File: src/rtl/scl_cond_gen_pkg.sv
package scl_cond_gen_pkg;
   typedef enum logic [2:0] {
      CG_IDLE,
      CG_START,
      CG_LOW,
      CG_HIGH,
      CG_RS_HI,
      CG_STOP_HI
   } cg_state_e;

   typedef enum logic [1:0] {
      OP_NONE,
      OP_RESTART,
      OP_STOP
   } cg_op_e;

   localparam int NUM_FLAGS = 2;
   localparam int FLAG_START = 0;
   localparam int FLAG_STOP = 1;
endpackage

File: src/rtl/cg_phase_timer.sv
module cg_phase_timer #(
   parameter int DIV_W = 8,
   parameter int SUB_W = 3
) (
   input  logic             clk,
   input  logic             rst_n,
   input  logic             run,
   input  logic             restart,
   input  logic             use_hi,
   input  logic [DIV_W-1:0] div_lo,
   input  logic [DIV_W-1:0] div_hi,
   output logic             tick,
   output logic [SUB_W-1:0] sub
);
   logic [DIV_W-1:0] cnt;
   logic [DIV_W-1:0] div_cur;

   assign div_cur = use_hi ? div_hi : div_lo;
   assign tick    = run && (cnt >= div_cur);

   always_ff @(posedge clk) begin
      if (!rst_n) begin
         cnt <= '0;
         sub <= '0;
      end else if (!run || restart) begin
         cnt <= '0;
         sub <= '0;
      end else if (tick) begin
         cnt <= '0;
         sub <= sub + 1'b1;
      end else begin
         cnt <= cnt + 1'b1;
      end
   end
endmodule

File: src/rtl/cg_ctrl_fsm.sv
module cg_ctrl_fsm
   import scl_cond_gen_pkg::*;
#(
   parameter int SUB_W = 3
) (
   input  logic             clk,
   input  logic             rst_n,
   input  logic             enable,
   input  logic             start_req,
   input  logic             stop_req,
   input  logic             tick,
   input  logic [SUB_W-1:0] sub,
   output logic             run,
   output logic             restart,
   output logic             use_hi,
   output logic             scl_oe,
   output logic             sda_oe,
   output logic             set_start,
   output logic             set_stop
);
   localparam logic [SUB_W-1:0] HALF_LAST = SUB_W'((1 << (SUB_W - 1)) - 1);
   localparam logic [SUB_W-1:0] FULL_LAST = '1;

   cg_state_e state, state_n;
   cg_op_e    op, op_n, act;
   logic      half_done, full_done;

   assign half_done = tick && (sub == HALF_LAST);
   assign full_done = tick && (sub == FULL_LAST);

   always_comb begin
      state_n   = state;
      set_start = 1'b0;
      set_stop  = 1'b0;
      unique case (state)
         CG_IDLE:    if (start_req) state_n = CG_START;
         CG_START:   if (half_done) begin
                        state_n   = CG_LOW;
                        set_start = 1'b1;
                     end
         CG_LOW:     if (full_done) begin
                        if (act == OP_STOP)         state_n = CG_STOP_HI;
                        else if (act == OP_RESTART) state_n = CG_RS_HI;
                        else                        state_n = CG_HIGH;
                     end
         CG_HIGH:    if (full_done) state_n = CG_LOW;
         CG_RS_HI:   if (half_done) state_n = CG_START;
         CG_STOP_HI: if (half_done) begin
                        state_n  = CG_IDLE;
                        set_stop = 1'b1;
                     end
         default:    state_n = CG_IDLE;
      endcase
      if (!enable) begin
         state_n   = CG_IDLE;
         set_start = 1'b0;
         set_stop  = 1'b0;
      end
   end

   // pending request: stop outranks start; consumed at the mid-low point
   always_comb begin
      op_n = op;
      if (state == CG_LOW && half_done) op_n = OP_NONE;
      if (stop_req)                                op_n = OP_STOP;
      else if (start_req && op_n != OP_STOP)       op_n = OP_RESTART;
   end

   always_ff @(posedge clk) begin
      if (!rst_n) begin
         state <= CG_IDLE;
         op    <= OP_NONE;
         act   <= OP_NONE;
      end else begin
         state <= state_n;
         if (!enable || state == CG_IDLE) op <= OP_NONE;
         else                             op <= op_n;
         if (state != CG_LOW)  act <= OP_NONE;
         else if (half_done)   act <= op;
      end
   end

   assign run     = (state != CG_IDLE);
   assign restart = (state_n != state);
   assign use_hi  = (state != CG_LOW);
   assign scl_oe  = (state == CG_LOW);

   always_comb begin
      unique case (state)
         CG_START, CG_HIGH, CG_STOP_HI: sda_oe = 1'b1;
         CG_LOW:                        sda_oe = (act != OP_RESTART);
         default:                       sda_oe = 1'b0;
      endcase
   end
endmodule

File: src/rtl/cg_pend_flags.sv
module cg_pend_flags #(
   parameter int N = 2
) (
   input  logic         clk,
   input  logic         rst_n,
   input  logic [N-1:0] set,
   input  logic         clr_we,
   input  logic [N-1:0] clr_mask,
   output logic [N-1:0] flags
);
   for (genvar i = 0; i < N; i++) begin : g_flag
      always_ff @(posedge clk) begin
         if (!rst_n)                       flags[i] <= 1'b0;
         else if (set[i])                  flags[i] <= 1'b1;
         else if (clr_we && clr_mask[i])   flags[i] <= 1'b0;
      end

      assert_flag_set_R7: assert property (@(posedge clk) disable iff (!rst_n)
         set[i] |=> flags[i]);
      assert_flag_clear_R7: assert property (@(posedge clk) disable iff (!rst_n)
         (clr_we && clr_mask[i] && !set[i]) |=> !flags[i]);
      assert_flag_hold_R7: assert property (@(posedge clk) disable iff (!rst_n)
         (!clr_we && !set[i]) |=> $stable(flags[i]));
   end
endmodule

File: src/rtl/scl_cond_gen.sv
module scl_cond_gen
   import scl_cond_gen_pkg::*;
#(
   parameter int DIV_W = 8,
   parameter int SUB_W = 3
) (
   input  logic             clk,
   input  logic             rst_n,
   input  logic             enable,
   input  logic [DIV_W-1:0] div_lo,
   input  logic [DIV_W-1:0] div_hi,
   input  logic             start_req,
   input  logic             stop_req,
   input  logic             clr_we,
   input  logic [1:0]       clr_mask,
   output logic             scl_oe,
   output logic             sda_oe,
   output logic             pend_start,
   output logic             pend_stop
);
   localparam logic [SUB_W-1:0] MID_SUB = SUB_W'(1 << (SUB_W - 1));

   if (DIV_W < 1 || DIV_W > 24) begin : g_bad_div_w
      $error("scl_cond_gen: DIV_W must lie in 1..24");
   end
   if (SUB_W != 3) begin : g_bad_sub_w
      $error("scl_cond_gen: SUB_W must be 3 (eight sub-phases per unit)");
   end

   logic             run, restart, use_hi, tick;
   logic [SUB_W-1:0] sub;
   logic             set_start, set_stop;
   logic [NUM_FLAGS-1:0] set_vec, flag_vec;

   cg_phase_timer #(.DIV_W(DIV_W), .SUB_W(SUB_W)) u_timer (
      .clk     (clk),
      .rst_n   (rst_n),
      .run     (run),
      .restart (restart),
      .use_hi  (use_hi),
      .div_lo  (div_lo),
      .div_hi  (div_hi),
      .tick    (tick),
      .sub     (sub)
   );

   cg_ctrl_fsm #(.SUB_W(SUB_W)) u_fsm (
      .clk       (clk),
      .rst_n     (rst_n),
      .enable    (enable),
      .start_req (start_req),
      .stop_req  (stop_req),
      .tick      (tick),
      .sub       (sub),
      .run       (run),
      .restart   (restart),
      .use_hi    (use_hi),
      .scl_oe    (scl_oe),
      .sda_oe    (sda_oe),
      .set_start (set_start),
      .set_stop  (set_stop)
   );

   always_comb begin
      set_vec             = '0;
      set_vec[FLAG_START] = set_start;
      set_vec[FLAG_STOP]  = set_stop;
   end

   cg_pend_flags #(.N(NUM_FLAGS)) u_flags (
      .clk      (clk),
      .rst_n    (rst_n),
      .set      (set_vec),
      .clr_we   (clr_we),
      .clr_mask (clr_mask),
      .flags    (flag_vec)
   );

   assign pend_start = flag_vec[FLAG_START];
   assign pend_stop  = flag_vec[FLAG_STOP];

   assert_scl_edge_on_tick_R1: assert property (@(posedge clk) disable iff (!rst_n)
      !$stable(scl_oe) |-> ($past(tick) || !$past(enable)));
   assert_start_flag_with_scl_R3: assert property (@(posedge clk) disable iff (!rst_n)
      $rose(pend_start) |-> scl_oe);
   assert_stop_flag_released_R4: assert property (@(posedge clk) disable iff (!rst_n)
      $rose(pend_stop) |-> (!scl_oe && !sda_oe && $past(sda_oe)));
   assert_sda_mid_low_R5: assert property (@(posedge clk) disable iff (!rst_n)
      (scl_oe && $past(scl_oe) && !$stable(sda_oe)) |-> (sub == MID_SUB));
   assert_disable_idle_R8: assert property (@(posedge clk) disable iff (!rst_n)
      !enable |=> (!scl_oe && !sda_oe));
endmodule

File: config.mk
export PLATFORM = sky130hd
export DESIGN_NAME = scl_cond_gen
export DESIGN_NICKNAME = d
export VERILOG_FILES = /design/src/rtl/scl_cond_gen_pkg.sv /design/src/rtl/cg_phase_timer.sv /design/src/rtl/cg_ctrl_fsm.sv /design/src/rtl/cg_pend_flags.sv /design/src/rtl/scl_cond_gen.sv
export SDC_FILE = /design/constraint.sdc
export NUM_CORES = 1
export LEC_CHECK = 0
export ABC_AREA = 1
export BUFFER_PORTS_ARGS = -buffer_cell sky130_fd_sc_hd__buf_4
export CORE_ASPECT_RATIO = 1.75
export CORE_MARGIN = 3
export CORE_UTILIZATION = 45
export CTS_BUF_LIST = sky130_fd_sc_hd__clkbuf_16
export DETAILED_ROUTE_END_ITERATION = 10
export PLACE_DENSITY_LB_ADDON = 0.25
export SLEW_MARGIN = 20
export SYNTH_ARGS = -nofsm -noshare
export SYNTH_HDL_FRONTEND = slang
export SYNTH_SLANG_ARGS = --single-unit
File: constraint.sdc
create_clock -name clk -period 3 [get_ports clk]
set_input_delay 0.15 -clock clk [delete_from_list [all_inputs] [get_ports clk]]
set_output_delay 0.15 -clock clk [all_outputs]
set_load 0.01 [all_outputs]
==> results.md <==
* GRT overflow at 0
* Most frequent CP cell: nand2_1
* CTS tree: built
* M1 WL at 1.10 mm
* ANT nets after route at 0
* Async set-reset flop share out of synthesis at 0%
* Nets at 247
* Hold/Removal Path Class: in2reg
* Mapped Area at 0.00138 mm²
* Final wirelength at 3.16 mm
* Layout area overhead at 22.1%
* Slowest cell on crit path: dfxtp_1
* Max FO, Critical Path at 11
* PD cells at 360 mW/mm²
* Actual slew at the worst max-slew pin at 312 ps
* Metal3 WL at 105 µm
* Crit-path leading delay family: simple AND/OR/NAND/NOR gates
* Gr usage total at 19.1%
* Buf+Inv Stages, Crit Path at 0
* Post-cts repair resize count at 0
* CP endpoint kind: register
* Unrepaired setup endpoints after global routing: no
* Fillers at 280
* DRT iter0 DRCs at 19
* Number of H-tree levels at 1
* CTS Sinks at 20
* Pins over their slew limit at 0
* Final critical-path required period at 2730 ps
* Setup bufs post-CTS at 0
* Die footprint at 0.00379 mm²
* CP max stage delay at 500 ps
* DPL Wire Length at 2.67 mm
* Layout cells sized above 1 at 26.9%
* R2r startpoint: u_fsm.state[2]
* Worst clock skew at 4.02 ps
* Hold-fix buffers at CTS at 0
* Max clock buf depth at 2
* WHS at 70.3 ps
* Syn Area/Cell at 7.65 µm²
* Critical path depth at 16
* Arr. time, crit path at 2920 ps
* Largest net degree at the start of global routing at 12
* Die Wd at 47.8 µm
* I/O Buffers at 27
* Worst r2r dst: u_timer.cnt[5]
* YS warnings at 0
* Max-cap violations at 0
* Final hold vios at 0
* Post-route DRC violation count at 0
* Netlist cell types at 29
* FF+latch count, synth at 20
* F_max at 367 MHz
* Worst Setup SP: u_fsm.state[2]
* Top routing layer in use: met4
* Worst-path cell chain: nor2_4, nand2_4, mux2i_1, ha_1, a21oi_1, o21a_1, nand2_4, nand3_4, nand2_1, o21ai_2, nand2_1, nand2_1, nand3_2, nor2_4, nand3_4, nor2_2
* Die height at 79.2 µm
* Global placement routability congestion at 1.02
* Initial DRT Pass Iterations at 6
* Met2 routed WL at 1.84 mm
* Top cells by area, synth: dfxtp_1, ha_1, nand2_1
* Post-synth EDFFs at 0
* Setup crit start kind: register
* Row cnt at 26
* Num CTS Buffers at 3
* Worst VDD drop at 0.000334 V
* Worst-path clk slew at 60 ps
* Period utilization at 90.9%
* Antenna violations before repair at 0
* Initial core utilization at 47.1%
* Syn Inst Count at 180
* Diodes inserted at 0
* Num ports at 28
* Vias at 1241
* Drt wl/cell at 13.4 µm
* Vias in the first global route at 1290
* Vias per Instance at 5.26
* Clk Latency, worst-skew pair at 250 ps
* Primary FF master, synth: dfxtp_1
* Crit Path Category: reg2reg
* Slew HR at 79.2%
* Cells on worst reg2reg path at 16
* Flop2flop setup slack at 270 ps
* Final setup violation count at 0
* Root Buffer: clkbuf_16
* P_leak at 0.820 nW
* Synth area leader: dfxtp_1
* Worst Path Required at 3190 ps
* Critical Path Sink: u_timer.cnt[5]
* Status: complete, no violations
* Setup TNS at 0 ps
* Part of the Yosys area used for sequential elements at 29.1%
* Synth top area share at 29.1%
* First-pass GRT wire length at 5.24 mm
* Syn nets at 217
* Core area at 0.00293 mm²
-- layout by cell type (no fill, tap or decap), types with 7 or more instances in the layout --
master,count
nand2_1,41
buf_4,27
inv_1,20
dfxtp_1,20
nor2_1,19
ha_1,13
mux2i_1,8
nor2_2,8
a21oi_1,7
nand3_1,7
-- per-stage QoR --
stage	power (mW)	std cells	setup WS [ps]	area, µm²	utilization, %
after floorplan	0.305	180	572	1380	-
after global placement	0.335	233	257	1600	54.5
after detailed placement	0.337	233	179	1600	54.5
after CTS	0.610	236	176	1670	57.1
after global routing	0.630	236	8.10	1680	57.4
final	0.605	236	272	1680	57.4
-- sequential cells by signal, summed over array words and instances, names as in the netlist --
signal / flops
u_flags.flags: 2
u_fsm.op: 2
u_timer.cnt: 8
u_fsm.act: 2
u_fsm.state: 3
u_timer.sub: 3
-- cell families after synthesis --
kind of cell	count (synthesis)	share of synthesized area, %
DFF	20	29.1
AOI/OAI and AO/OA	14	6.45
buffers and inverters	24	7.36
and+or+nand+nor	94	35.1
muxes	8	5.81
xor gates and xnor gates	7	4.45
adders and majority gates	13	11.8
-- metal layers --
| metal | vias to the layer above | global-route usage (%) |
|---|---|---|
| met5 | - | 0 |
| met4 | 0 | 9.97 |
| met3 | 10 | 3.17 |
| met2 | 31 | 36.7 |
| met1 | 567 | 16.6 |
| li1 | 633 | - |
-- final cells by class --
cell class              count  area (µm²)  area share [%]
well taps                  28        35.0            2.08
multi-input cells         136         886            52.7
clock buffers               3        75.1            4.46
flip-flops and latches     20         400            23.8
repair buffers             27         203            12.1
inverters                  22        82.6            4.91
-- cell usage after synthesis, drive strengths merged, types with 2 or more instances --
cell type and instances:
nor2 29, a21oi 7, mux2i 8, inv 22, xor2 4, buf 2, nand2 48, nand3 11
ha 13, o21ai 2, xnor2 3, nand4 5, dfxtp 20
-- worst min path at each step --
stage / startpoint / endpoint / slack, ps / cells after the start
floorplan: stop_req / u_fsm.op[0] / 230 / 1
global placement: stop_req / u_fsm.op[0] / 330 / 2
detailed placement: stop_req / u_fsm.op[0] / 330 / 2
CTS: stop_req / u_fsm.op[0] / 70 / 2
global route: stop_req / u_fsm.op[0] / 70 / 2
finish: stop_req / u_fsm.op[0] / 70 / 2
-- where the power goes --
group | internal (mW) | total [mW] | leakage (nW) | switching (mW)
Sequential | 0.267 | 0.269 | 0.161 | 0.00165
Clock | 0.176 | 0.275 | 0.0370 | 0.0987
Combinational | 0.0318 | 0.0621 | 0.622 | 0.0302
Total | 0.475 | 0.605 | 0.820 | 0.131
No activity file was read; power rests on OpenSTA's default activity.
